### src/rtl/sbo_pkg.sv
package sbo_pkg;
   typedef enum logic [1:0] {
      OWN_IDLE   = 2'd0,
      OWN_REQ    = 2'd1,
      OWN_ACKW   = 2'd2,
      OWN_COMMIT = 2'd3
   } own_st_e;
endpackage

### src/rtl/sbo_ring.sv
module sbo_ring #(
   parameter int DEPTH = 8,
   parameter int WIDTH = 8
) (
   input  logic             clk,
   input  logic             rst_n,
   input  logic             push,
   input  logic [WIDTH-1:0] push_data,
   input  logic             pop,
   output logic [WIDTH-1:0] head_data,
   output logic             empty,
   output logic             full
);
   localparam int PW = (DEPTH > 1) ? $clog2(DEPTH) : 1;
   localparam int CW = $clog2(DEPTH + 1);

   logic [WIDTH-1:0] slot [DEPTH];
   logic [PW-1:0]    wp, rp;
   logic [CW-1:0]    cnt;

   function automatic logic [PW-1:0] step(input logic [PW-1:0] p);
      return (p == PW'(DEPTH - 1)) ? '0 : p + 1'b1;
   endfunction

   always_ff @(posedge clk) begin
      if (push) slot[wp] <= push_data;
   end

   always_ff @(posedge clk or negedge rst_n) begin
      if (!rst_n) begin
         wp  <= '0;
         rp  <= '0;
         cnt <= '0;
      end else begin
         if (push) wp <= step(wp);
         if (pop)  rp <= step(rp);
         case ({push, pop})
            2'b10:   cnt <= cnt + 1'b1;
            2'b01:   cnt <= cnt - 1'b1;
            default: cnt <= cnt;
         endcase
      end
   end

   assign head_data = slot[rp];
   assign empty     = (cnt == '0);
   assign full      = (cnt == CW'(DEPTH));

   AST_NO_OVERFLOW: assert property (@(posedge clk) disable iff (!rst_n)
      push |-> !full);
   AST_NO_UNDERFLOW: assert property (@(posedge clk) disable iff (!rst_n)
      pop |-> !empty);
endmodule

### src/rtl/sbo_own_ctl.sv
module sbo_own_ctl
   import sbo_pkg::*;
#(
   parameter int ACK_W = 4
) (
   input  logic             clk,
   input  logic             rst_n,
   input  logic             head_valid,
   input  logic             lk_owned,
   input  logic             rfo_grant,
   input  logic [ACK_W-1:0] rfo_acks,
   input  logic             inv_ack,
   output logic             rfo_req,
   output logic             hold_line,
   output logic             commit
);
   own_st_e          st, st_nx;
   logic [ACK_W-1:0] need, got;

   always_comb begin
      st_nx = st;
      case (st)
         OWN_IDLE:   if (head_valid && !lk_owned) st_nx = OWN_REQ;
         OWN_REQ:    if (rfo_grant) st_nx = OWN_ACKW;
         OWN_ACKW:   if (got == need) st_nx = OWN_COMMIT;
         OWN_COMMIT: st_nx = OWN_IDLE;
         default:    st_nx = OWN_IDLE;
      endcase
   end

   always_ff @(posedge clk or negedge rst_n) begin
      if (!rst_n) begin
         st   <= OWN_IDLE;
         need <= '0;
         got  <= '0;
      end else begin
         st <= st_nx;
         if (st == OWN_REQ && rfo_grant) need <= rfo_acks;
         if (st == OWN_IDLE || st == OWN_COMMIT) got <= '0;
         else if (inv_ack) got <= got + 1'b1;
      end
   end

   assign rfo_req   = (st == OWN_REQ);
   assign hold_line = (st == OWN_ACKW) || (st == OWN_COMMIT);
   assign commit    = (st == OWN_COMMIT) ||
                      (st == OWN_IDLE && head_valid && lk_owned);

   AST_HOLD_TO_WRITE: assert property (@(posedge clk) disable iff (!rst_n)
      $fell(hold_line) |-> $past(commit));
   AST_REQ_HAS_HEAD: assert property (@(posedge clk) disable iff (!rst_n)
      rfo_req |-> head_valid);
endmodule

### src/rtl/store_commit_queue.sv
module store_commit_queue #(
   parameter int AW    = 32,
   parameter int DW    = 64,
   parameter int DEPTH = 8,
   parameter int ACK_W = 4
) (
   input  logic              clk,
   input  logic              rst_n,
   input  logic              enq_valid,
   input  logic [AW-1:0]     enq_addr,
   input  logic [DW-1:0]     enq_data,
   input  logic [DW/8-1:0]   enq_mask,
   output logic              enq_stall,
   output logic              full,
   output logic              empty,
   input  logic              drain_req,
   output logic              drained,
   output logic [AW-1:0]     lk_addr,
   input  logic              lk_owned,
   output logic              wr_valid,
   output logic [AW-1:0]     wr_addr,
   output logic [DW-1:0]     wr_data,
   output logic [DW/8-1:0]   wr_mask,
   output logic              rfo_req,
   output logic [AW-1:0]     rfo_addr,
   input  logic              rfo_grant,
   input  logic [ACK_W-1:0]  rfo_acks,
   input  logic              inv_ack,
   output logic              hold_line
);
   localparam int MW = DW / 8;
   localparam int EW = AW + DW + MW;

   generate
      if (DW % 8 != 0) begin : g_bad_dw
         $error("store_commit_queue: DW must be a whole number of bytes");
      end
      if (DEPTH < 2) begin : g_bad_depth
         $error("store_commit_queue: DEPTH must be at least 2");
      end
      if (ACK_W < 1) begin : g_bad_ackw
         $error("store_commit_queue: ACK_W must be at least 1");
      end
   endgenerate

   logic          push, pop;
   logic [EW-1:0] head;

   assign enq_stall = full || drain_req;
   assign push      = enq_valid && !enq_stall;
   assign drained   = drain_req && empty;

   sbo_ring #(.DEPTH(DEPTH), .WIDTH(EW)) u_ring (
      .clk       (clk),
      .rst_n     (rst_n),
      .push      (push),
      .push_data ({enq_addr, enq_data, enq_mask}),
      .pop       (pop),
      .head_data (head),
      .empty     (empty),
      .full      (full)
   );

   sbo_own_ctl #(.ACK_W(ACK_W)) u_own (
      .clk        (clk),
      .rst_n      (rst_n),
      .head_valid (!empty),
      .lk_owned   (lk_owned),
      .rfo_grant  (rfo_grant),
      .rfo_acks   (rfo_acks),
      .inv_ack    (inv_ack),
      .rfo_req    (rfo_req),
      .hold_line  (hold_line),
      .commit     (pop)
   );

   assign lk_addr  = head[EW-1 -: AW];
   assign rfo_addr = head[EW-1 -: AW];
   assign wr_addr  = head[EW-1 -: AW];
   assign wr_data  = head[MW +: DW];
   assign wr_mask  = head[0 +: MW];
   assign wr_valid = pop;

   AST_REQ_STABLE: assert property (@(posedge clk) disable iff (!rst_n)
      rfo_req && $past(rfo_req) |-> $stable(rfo_addr));
   AST_NO_WRITE_WHILE_REQ: assert property (@(posedge clk) disable iff (!rst_n)
      rfo_req |-> !wr_valid);
endmodule

### config.mk
export PLATFORM = sky130hd
export DESIGN_NAME = store_commit_queue
export DESIGN_NICKNAME = d
export VERILOG_FILES = /design/src/rtl/sbo_pkg.sv /design/src/rtl/sbo_ring.sv /design/src/rtl/sbo_own_ctl.sv /design/src/rtl/store_commit_queue.sv
export SDC_FILE = /design/constraint.sdc
export NUM_CORES = 1
export LEC_CHECK = 0
export BUFFER_PORTS_ARGS = -buffer_cell sky130_fd_sc_hd__buf_2
export CELL_PAD_IN_SITES_DETAIL_PLACEMENT = 0
export CELL_PAD_IN_SITES_GLOBAL_PLACEMENT = 1
export CORE_MARGIN = 4
export CORE_UTILIZATION = 53
export DETAILED_ROUTE_END_ITERATION = 8
export GPL_ROUTABILITY_DRIVEN = 1
export MAX_ROUTING_LAYER = met4
export PLACE_DENSITY_LB_ADDON = 0.1
export SETUP_SLACK_MARGIN = 0.05
export SLEW_MARGIN = 20
export SYNTH_ARGS = -nofsm -noshare
export SYNTH_HDL_FRONTEND = slang
export SYNTH_HIERARCHICAL = 1
export SYNTH_SLANG_ARGS = --single-unit
### constraint.sdc
create_clock -name clk -period 10.01 [get_ports clk]
set_input_delay 3.003 -clock clk [delete_from_list [all_inputs] [get_ports clk]]
set_output_delay 3.003 -clock clk [all_outputs]
set_load 0.05 [all_outputs]
==> results of run 1 <==
-- layout by cell type, fill, tap and decap left out, types with 4 or more instances in the layout --
cell,synthesis,routed
ha_1,12,12
nor2b_1,5,5
bufinv_16,0,4
edfxtp_1,832,832
inv_1,4,4
clkinv_1,0,16
diode_2,0,9
mux4_2,208,208
buf_2,14,289
clkinv_2,0,15
clkbuf_16,0,90
xor2_1,5,5
xnor2_1,6,6
buf_4,64,26
mux2_2,115,115
dfrtp_1,20,17
nand2_1,4,4
clkbuf_1,19,23
nor2_4,0,6
-- logic make-up after synthesis --
group | Yosys count | share of synthesized area, %
simple gates | 36 | 0.5971
buf+inv | 127 | 2.734
mux | 325 | 18.24
flops | 852 | 77.45
xor+xnor | 12 | 0.3423
compound gates | 7 | 0.1787
fa+ha+maj | 12 | 0.4563
-- power groups by stage --
stage	Sequential (µW)	Clock, µW	Combinational (µW)
after floorplan	4430	0	4450
after global placement	4520	0	5090
after detailed placement	4540	0	5090
after CTS	4470	3110	5110
after global routing	4500	3260	5290
final	4460	3030	5030
-- final cells by class --
type	count	share of cell area, %
diodes	9	0.06002
clock buffers	115	6.306
clock inverters	39	0.8003
inverters	4	0.04001
multi-input cells	392	17.55
flip-flops and latches	852	67.95
well taps	837	2.791
repair buffers	317	4.502
-- through the flow --
step	std cells	cell area, µm²	setup slack [ns]	utilization [%]
detailed placement	2401	34810	3.379	56.51
CTS	2555	37470	3.337	60.83
global route	2564	37520	3.083	60.91
finish	2565	37520	3.389	60.91
floorplan	1371	32910	1.364	-
global placement	2401	34810	3.386	56.51
-- synthesized netlist by cell type (all sizes together) --
| library cell | count |
|---|---|
| ha | 12 |
| a221oi | 1 |
| a21oi | 2 |
| nor4 | 1 |
| nand2b | 3 |
| xnor2 | 7 |
| nor2b | 5 |
| nor4b | 1 |
| nor3b | 1 |
| o32ai | 1 |
| or3 | 1 |
| inv | 4 |
| and2 | 4 |
| a31o | 1 |
| mux2i | 1 |
| buf | 104 |
| dfrtp | 20 |
| clkbuf | 19 |
| o32a | 1 |
| mux2 | 116 |
| nor2 | 9 |
| a31oi | 1 |
| nand2 | 4 |
| or2 | 2 |
| nor3 | 2 |
| or2b | 1 |
| nand4 | 2 |
| edfxtp | 832 |
| xor2 | 5 |
| mux4 | 208 |
-- layer usage --
metal | GRT usage, % | routed length [µm] | vias up
met5 | - | 0 | -
met4 | 4.592 | 1184 | 0
met3 | 4.665 | 3625 | 81
met2 | 32.76 | 32890 | 354
met1 | 25.85 | 26160 | 7685
li1 | - | - | 6296
-- worst paths after layout --
kind / cells past startpoint / startpoint / slack, ns / to
max: 3 / lk_owned / 3.39 / wr_valid
min: 1 / u_ring/cnt[3] / 0.50 / u_ring/cnt[3]
max reg2reg: 6 / u_ring/cnt[3] / 6.34 / u_ring/slot[0][25]
min reg2reg: 1 / u_ring/cnt[3] / 0.50 / u_ring/cnt[3]
max in group asynchronous: 1 / rst_n / 7.29 / u_ring/rp[1]
min in group asynchronous: 1 / rst_n / 2.34 / u_ring/rp[2]
-- state kept, by name, indices dropped and copies added, names as in the netlist --
name	flops
u_own/st	2
u_ring/rp	3
u_own/got	4
u_ring/slot	832
u_own/need	4
u_ring/wp	3
u_ring/cnt	4
-- critical path, stage by stage --
cell and delay, ns:
buf_2 0.10, a31o_2 0.29, buf_2 0.22
==> impl_results.md, run 1 <==
- PwrDens: 333.4 nW/µm²
- Startpoint Class: primary input
- CP Class: in -> out
- DRC: 0
- Final WL: 63.86 mm
- Clk buf depth: 3
- Synth Register Bits: 852
- Hpwl dp: 34.17 mm
- Final setup violation count: 0
- Vias per inst: 5.620
- Tcrit/Tclk final: 66.14%
- Hold buffer count at cts: 0
- Fmax: 0.1510 GHz
- DR iter-0 viols: 883
- Kind of end point of the critical path: output port
- Critical Path AT: 3.62 ns
- GRT overflow: 0
- Final setup TNS: 0 ns
- PortBufs: 289
- Core area: 61,600 µm²
- Slew headroom: 27.97%
- Syn Area/Cell: 24.00 µm²
- Routed wire per std cell: 24.89 µm
- Static leakage: 0.01239 µW
- Switching pwr: 4871 µW
- Ys Warns: 6
- Num CTS Buffers: 86
- Sw frac: 38.93%
- CTS sink cnt: 852
- Layout cells sized above 1: 44.79%
- Peak VDD IR: 0.2305 mV
- CTS tree: done
- Synth top area cells: edfxtp_1 (76%), mux4_2 (14%), mux2_2 (3.9%), dfrtp_1 (1.5%), buf_4 (1.5%)
- Status: finished, final reports clean
- CP Max Fanout: 6
- Total I/O pin count: 290
- DIE WIDTH: 257.2 µm
- Initial antenna violation count: 10
- Share of the synthesized area in the top cell type: 75.93%
- Post-Route Skew: 0.02005 ns
- Core Rows: 91
- Slew @ Worst Pin: 1.080 ns
- Comb pwr share: 40.2%
- Clk_lat worst skew: 0.62 ns
- Seq pwr share: 35.6%
- Post-CTS Resized: 0
- Final ANT Viol Nets: 0
- H-tree levels: 3
- Fin. Hold Viols: 0
- Multi-input gate area: 6586 µm²
- Int Power: 7640 µW
- Clock root buffer: clkbuf_16
- Number of global-route vias before repair: 15,260
- Clk slew on worst S/H paths: 0.06 ns
- Fillcell total: 4,372
- Area Overhead vs Synth: 14.04%
- RSZ-0062 raised after global routing: false
- Nets: 1,780
- Syn Inst Count: 1,371
- Syn Std Cell Area: 32,900 µm²
- Largest area contributor in the netlist: edfxtp_1
- Max Slew Vio Count: 0
- Gr usage total: 19.94%
- First-pass GRT wire length: 96.44 mm
- Post-synthesis sequential area ratio: 77.45%
- Largest net degree at the start of global routing: 113
- Initial Utilization: 53.42%
- Setup bufs post-CTS: 0
- Reg area: 25,500 µm²
- Net Count, Synth: 1,498
- PnR Total Power: 12,510 µW
- Vias: 14,420
- Synth cell types: 36
- Die area: 66,130 µm²
- Maxcap violations: 0
- Die H: 257.2 µm
- Min Tclk post-route: 6.621 ns
- Hold_ws: 0.5039 ns
- Placer Congestion: 0.7170
- Clock Power Share: 24.2%
- Worst Path Required: 7.01 ns
- Min-Delay Path Class: reg -> reg
- First-pass detailed-route iteration total: 4
(Power assumes the default switching activity.)
==> inputs of run 2 (changes only) <==
clock period = 6.1 ns   (was 10.01 ns; I/O delays follow)
==> run 2 against run 1 <==
Against the previous run:
- setup slack lost 2.1 ns
- sequential share of layout area shrank 0.38 points
- largest power group unchanged
- cell area grew 0.56%
==> impl_results.md, run 2 (synthesis results as in run 1) <==
- Top reg by flops: u_ring/slot (unchanged)
- Max reg flops: 832 (unchanged)
- Critical Path End: wr_data[29] (was wr_valid)
- Reg area: 25,500 µm² (unchanged)
- PnR Total Power: 20,550 µW (was 12,510 µW)
- Area after DPL: 35,040 µm² (was 34,810 µm²)
- Static leakage: 0.01244 µW (was 0.01239 µW)
- Startpoint Class: flip-flop (was primary input)
- Tcrit/Tclk final: 78.67%
- Core Rows: 91 (unchanged)
- Fillcell total: 4,316 (was 4,372)
- Final instance area: 37,730 µm² (was 37,520 µm²)
- Most common cell after layout, fill and taps aside: edfxtp_1 (unchanged)
- Maxcap violations: 0 (unchanged)
- Initial antenna violation count: 11 (was 10)
- Total I/O pin count: 290 (unchanged)
- RSZ-0062 raised after global routing: false (unchanged)
- Placer Congestion: 0.7167 (was 0.7170)
- Post-layout util: 61.26% (was 60.91%)
- Multi-input gate area: 6586 µm² (unchanged)
- Area Overhead vs Synth: 14.68% (was 14.04%)
- Final ANT Viol Nets: 0 (unchanged)
- Commonest cells after routing, fill and taps aside: edfxtp_1 (832), buf_2 (289), mux4_2 (208), mux2_2 (115), clkbuf_16 (88) (was edfxtp_1 (832), buf_2 (289), mux4_2 (208), mux2_2 (115), clkbuf_16 (90))
- Gr usage total: 20.10% (was 19.94%)
- GRT overflow: 0 (unchanged)
- DRC: 0 (unchanged)
- DR iter-0 viols: 932 (was 883)
- CTS sink cnt: 852 (unchanged)
- Routed wire per std cell: 24.66 µm (was 24.89 µm)
- H-tree levels: 3 (unchanged)
- CTS tree: done (unchanged)
- First-pass detailed-route iteration total: 4 (unchanged)
- Setup bufs post-CTS: 0 (unchanged)
- Layout cells sized above 1: 44.66% (was 44.79%)
- Number of global-route vias before repair: 15,540 (was 15,260)
- CP Class: reg -> out (was in -> out)
- Fmax: 0.2084 GHz
- Max Slew Vio Count: 0 (unchanged)
- Vias: 14,500 (was 14,420)
- Non-Filler Instances: 2,575 (was 2,565)
- Peak VDD IR: 0.4886 mV (was 0.2305 mV)
- Reg2Reg Depth: 6 (unchanged)
- PortBufs: 289 (unchanged)
- Fin. Hold Viols: 0 (unchanged)
- Die H: 257.2 µm (unchanged)
- Slew headroom: 44.65% (was 27.97%)
- FF-to-FF setup slack: 3.44 ns (was 6.34 ns)
- Min-Delay Path Class: reg -> reg (unchanged)
- Kind of end point of the critical path: output port (unchanged)
- Final WL: 63.50 mm (was 63.86 mm)
- Vias per inst: 5.629 (was 5.620)
- Worst r2r src: u_ring/cnt[1] (was u_ring/cnt[3])
- Placed Instances: 2,406 (was 2,401)
- Clk buf depth: 3 (unchanged)
- Final setup violation count: 0 (unchanged)
- Largest net degree at the start of global routing: 97 (was 113)
- Hpwl dp: 33.73 mm (was 34.17 mm)
- Clock root buffer: clkbuf_16 (unchanged)
- Critical Path AT: 2.97 ns (was 3.62 ns)
- R2r endpoint: u_ring/slot[3][96] (was u_ring/slot[0][25])
- Min Tclk post-route: 4.799 ns
- Post-Route Skew: 0.02016 ns (was 0.02005 ns)
- Nets: 1,783 (was 1,780)
- Clk_lat worst skew: 0.62 ns (about the same)
- Status: finished, final reports clean (unchanged)
- Hold buffer count at cts: 0 (unchanged)
- Slew @ Worst Pin: 0.8302 ns (was 1.080 ns)
- Initial Utilization: 53.42% (unchanged)
- Worst Path Required: 4.27 ns (was 7.01 ns)
- Core area: 61,600 µm² (unchanged)
- Post-CTS Resized: 0 (unchanged)
- Clk slew on worst S/H paths: 0.06 ns (about the same)
- First-pass GRT wire length: 97.23 mm (was 96.44 mm)
- DIE WIDTH: 257.2 µm (unchanged)
- Die area: 66,130 µm² (unchanged)
- PwrDens: 544.6 nW/µm² (was 333.4 nW/µm²)
- CP Launch Point: u_ring/rp[1] (was lk_owned)
- CP Max Fanout: 52 (was 6)
- Num CTS Buffers: 85 (was 86)
## run 2: cell count changes in the layout (fill, tap and decap cells not counted), sizes merged
cell	before	now
diode	9	14
buf	317	321
bufinv	4	6
clkbuf	115	114
clkinv	31	32
clkinvlp	1	0
## run 2: layout make-up
type / instances / area share, %
multi-input cells: 392 / 17.45
diodes: 14 / 0.09284
well taps: 837 / 2.775
clock inverters: 41 / 0.9417
inverters: 4 / 0.03979
clock buffers: 114 / 6.095
repair buffers: 321 / 5.033
flip-flops and latches: 852 / 67.57
## run 2: per-stage QoR
stage,setup WS (ns),hold WS [ns],TNS (ns)
CTS,1.210,0.4948,0
finish,1.301,0.4971,0
global route,1.176,0.5280,0
floorplan,-1.373,0.4559,-1056.06
global placement,1.815,0.4719,0
detailed placement,1.805,0.4796,0
## run 2: how the worst min path moves through the flow
stage                     slack [ns]            end           from  cells after the start
after CTS                       0.49  u_ring/cnt[3]  u_ring/cnt[3]                      1
after global placement          0.47  u_ring/cnt[3]  u_ring/cnt[3]                      1
final                           0.50  u_ring/cnt[3]  u_ring/cnt[3]                      1
after global routing            0.53  u_ring/cnt[3]  u_ring/cnt[3]                      1
after floorplan                 0.46  u_ring/cnt[3]  u_ring/cnt[3]                      1
after detailed placement        0.48  u_ring/cnt[3]  u_ring/cnt[3]                      1
## run 2: critical path: stages, from the launching register on
cell	delay [ns]
dfrtp_4	0.66
buf_4	0.70
mux4_2	0.41
mux2_2	0.33
buf_2	0.23
## run 2: per-layer routing
layer,share of wire (%),up-vias,wire [µm],GRT usage [%]
met2,51,373,32240,32.88
met4,1.4,0,892,4.637
li1,-,6303,-,-
met3,6.3,71,4017,4.635
met5,0,-,0,-
met1,42,7748,26360,26.26
## run 2: where the power goes
| part | total (µW) | switching (µW) | internal, µW |
|---|---|---|---|
| sequential | 7220 | 248 | 6970 |
| combinational | 8380 | 5660 | 2720 |
| clock | 4950 | 2050 | 2900 |
==> inputs of run 3 (changes only) <==
ABC_AREA = 1   (was not set)
CORE_UTILIZATION = 44   (was 53)
clock period = 4.3 ns   (was 6.1 ns; I/O delays follow)
==> run 3 against run 2 <==
Against the previous run:
- global-route usage rose by 0.91 points
- critical path type unchanged
- clock power rose by 46%
- largest power group unchanged
- via count rose by 43%
- synthesized area rose by 2.1%
- final cell count rose by 50%
- first-iteration DRC count rose by 49%
- cell area rose by 2.4%
- largest cell class unchanged
==> impl_results.md, run 3 <==
- RSZ-0062 raised after global routing: false (unchanged)
- Fin. Hold Viols: 0 (unchanged)
- PwrDens: 790.5 nW/µm² (was 544.6 nW/µm²)
- Total I/O pin count: 290 (unchanged)
- Most common cell after layout, fill and taps aside: edfxtp_1 (unchanged)
- PortBufs: 289 (unchanged)
- Max Slew Vio Count: 0 (unchanged)
- Placer Congestion: 0.7405 (was 0.7167)
- Slew headroom: 44.37% (was 44.65%)
- Clk buf depth: 3 (unchanged)
- Status: finished, final reports clean (unchanged)
- Clk slew on worst S/H paths: 0.06 ns (about the same)
- Post-synth top flop: edfxtp_1 (unchanged)
- Largest net degree at the start of global routing: 144 (was 97)
- Max reg flops: 832 (unchanged)
- Core Rows: 101 (was 91)
- DIE WIDTH: 284.4 µm (was 257.2 µm)
- First-pass detailed-route iteration total: 5 (was 4)
- Nets: 2,914 (was 1,783)
- Post-synthesis sequential area ratio: 75.84% (was 77.45%)
- Worst Path Required: 3.01 ns (was 4.27 ns)
- CTS sink cnt: 852 (unchanged)
- H-tree levels: 3 (unchanged)
- Commonest cells post-synth: edfxtp_1 (832), nor2_1 (436), o21ai_0 (406), nand2_1 (359), o22ai_1 (208) (was edfxtp_1 (832), mux4_2 (208), mux2_2 (115), buf_4 (64), buf_6 (22))
- Final ANT Viol Nets: 0 (unchanged)
- Syn Std Cell Area: 33,600 µm² (was 32,900 µm²)
- Final setup violation count: 0 (unchanged)
- Slew @ Worst Pin: 0.8345 ns (was 0.8302 ns)
- GRT overflow: 0 (unchanged)
- Maxcap violations: 0 (unchanged)
- Min-Delay Path Class: reg -> reg (unchanged)
- Min Tclk post-route: 4.024 ns
- Top reg by flops: u_ring/slot (unchanged)
- Most numerous cell in the Yosys netlist: edfxtp_1 (unchanged)
- CP Class: reg -> out (unchanged)
- Number of global-route vias before repair: 20,380 (was 15,540)
- Die H: 284.4 µm (was 257.2 µm)
- Largest area contributor in the netlist: edfxtp_1 (unchanged)
- Kind of end point of the critical path: output port (unchanged)
- Layout cells sized above 1: 16.56% (was 44.66%)
- Fmax: 0.2485 GHz
- Num CTS Buffers: 91 (was 85)
- Core area: 75,820 µm² (was 61,600 µm²)
- Synth top area cells: edfxtp_1 (74%), o21ai_0 (6.0%), nor2_1 (4.9%), nand2_1 (4.0%), o22ai_1 (3.9%) (was edfxtp_1 (76%), mux4_2 (14%), mux2_2 (3.9%), dfrtp_1 (1.5%), buf_4 (1.5%))
- First-pass GRT wire length: 126.9 mm (was 97.23 mm)
- Commonest cells after routing, fill and taps aside: edfxtp_1 (832), nor2_1 (428), o21ai_0 (406), nand2_1 (359), buf_2 (289) (was edfxtp_1 (832), buf_2 (289), mux4_2 (208), mux2_2 (115), clkbuf_16 (88))
- Tcrit/Tclk final: 93.58%
- Routed wire per std cell: 21.63 µm (was 24.66 µm)
- DR iter-0 viols: 1,385 (was 932)
- CTS tree: done (unchanged)
- Vias per inst: 5.389 (was 5.629)
- Number of enable flip-flop cells after synthesis: 832 (unchanged)
- Share of the synthesized area in the top cell type: 74.35% (was 75.93%)
- Initial Utilization: 44.32% (was 53.42%)
- CP Max Fanout: 139 (was 52)
- Clk_lat worst skew: 0.63 ns (was 0.62 ns)
- Ys Warns: 6 (unchanged)
- DRC: 0 (unchanged)
- Hpwl dp: 42.47 mm (was 33.73 mm)
- Static leakage: 0.01353 µW (was 0.01244 µW)
- Syn Area/Cell: 13.02 µm² (was 24.00 µm²)
- Place WS: 0.8748 ns (was 1.805 ns)
- Worst setup margin: 0.2762 ns (was 1.301 ns)
- Area Overhead vs Synth: 14.98% (was 14.68%)
- Syn Inst Count: 2,581 (was 1,371)
- Final setup TNS: 0 ns (unchanged)
- Post-Route Skew: 0.01934 ns (was 0.02016 ns)
- Net Count, Synth: 2,708 (was 1,498)
- Asr flop ratio synth: 2.347% (unchanged)
- Final WL: 83.37 mm (was 63.50 mm)
- Initial antenna violation count: 17 (was 11)
- Startpoint Class: flip-flop (unchanged)
- Vias: 20,780 (was 14,500)
- Peak VDD IR: 0.4883 mV (was 0.4886 mV)
- Clock root buffer: clkbuf_16 (unchanged)
- Synth cell types: 27 (was 36)
- Gr usage total: 21.00% (was 20.10%)
- Critical Path AT: 2.73 ns (was 2.97 ns)
- Die area: 80,860 µm² (was 66,130 µm²)
- Synth Register Bits: 852 (unchanged)
## run 3: changes by cell type after synthesis, moves of 9 or more
cell      previous run  this run
mux2_2             115         0
buf_6               22         6
o21ai_1              0        18
nor2_1               9       436
o22ai_1              0       208
inv_1                4        28
mux4_2             208         0
nand3_1              0         9
buf_4               64        85
o21ai_0              0       406
clkbuf_1            19        91
buf_2               14        37
nand2_1              4       359
## run 3: power breakdown
group	total (µW)	switching, µW	internal, µW
clock network	7230	3060	4170
logic	13300	10400	2930
registers	10000	210	9810
total	30500	13600	16900
## run 3: cell families (layout without fill, tap and decap cells)
| kind of cell | after synthesis | in the layout | synth area share [%] |
|---|---|---|---|
| AOI/OAI and AO/OA | 645 | 645 | 10.40 |
| xor gates and xnor gates | 2 | 2 | 0.05214 |
| adders and majority gates | 12 | 12 | 0.4468 |
| buffers and inverters | 258 | 539 | 4.103 |
| DFF | 852 | 852 | 75.84 |
| other | 0 | 15 | 0 |
| and+or+nand+nor | 812 | 812 | 9.159 |
## run 3: per-layer routing
layer | up-vias | part of all wire [%] | track usage (%)
met3 | 107 | 5.2 | 3.705
li1 | 9755 | - | -
met1 | 10410 | 44 | 27.52
met2 | 501 | 49 | 34.18
met4 | 0 | 2.0 | 5.756
met5 | - | 0 | -
## run 3: worst paths after layout
kind | from | endpoint | slack [ns] | cells after the start
max | u_ring/rp[1] | wr_data[30] | 0.28 | 6
min | u_own/need[1] | u_own/need[1] | 0.54 | 2
max reg2reg | u_ring/cnt[0] | u_ring/cnt[2] | 1.63 | 12
min reg2reg | u_own/need[1] | u_own/need[1] | 0.54 | 2
max in group asynchronous | rst_n | u_ring/rp[1] | 3.27 | 1
min in group asynchronous | rst_n | u_own/need[1] | 0.64 | 1
## run 3: what timing repair did
item | 4_1_cts | 5_1_grt
hold buffers | 0 | 0
setup buffers | 0 | 0
setup endpoints to repair | 0 | 3
gates resized for setup | 0 | 1
## run 3: stage by stage
step,cell area (µm²),std cells,util (%),hold WS (ns),total power [µW]
final,38640,3855,50.96,0.5402,30540
after floorplan,33620,2581,-,0.4891,20760
after global placement,35840,3672,47.26,0.5203,23540
after global routing,38640,3854,50.96,0.5789,32250
after CTS,38600,3840,50.91,0.5470,30940
after detailed placement,35840,3672,47.26,0.5361,23650
## run 3: area by class of cell
class | instances | area, µm²
Fill cell | 6550 | 37180
Sequential cell | 852 | 25500
Multi-Input combinational cell | 1471 | 6802
Clock buffer | 124 | 2454
Timing Repair Buffer | 338 | 2181
Tap cell | 978 | 1224
Clock inverter | 44 | 307.8
Inverter | 33 | 138.9
Antenna cell | 15 | 37.54
## run 3: worst max-delay path: stages (launching register included)
cell and delay (ns):
dfrtp_4 0.47, buf_12 0.46, o21ai_0 0.24, o22ai_1 0.20, nand2_1 0.07, nand2_1 0.14, buf_2 0.28
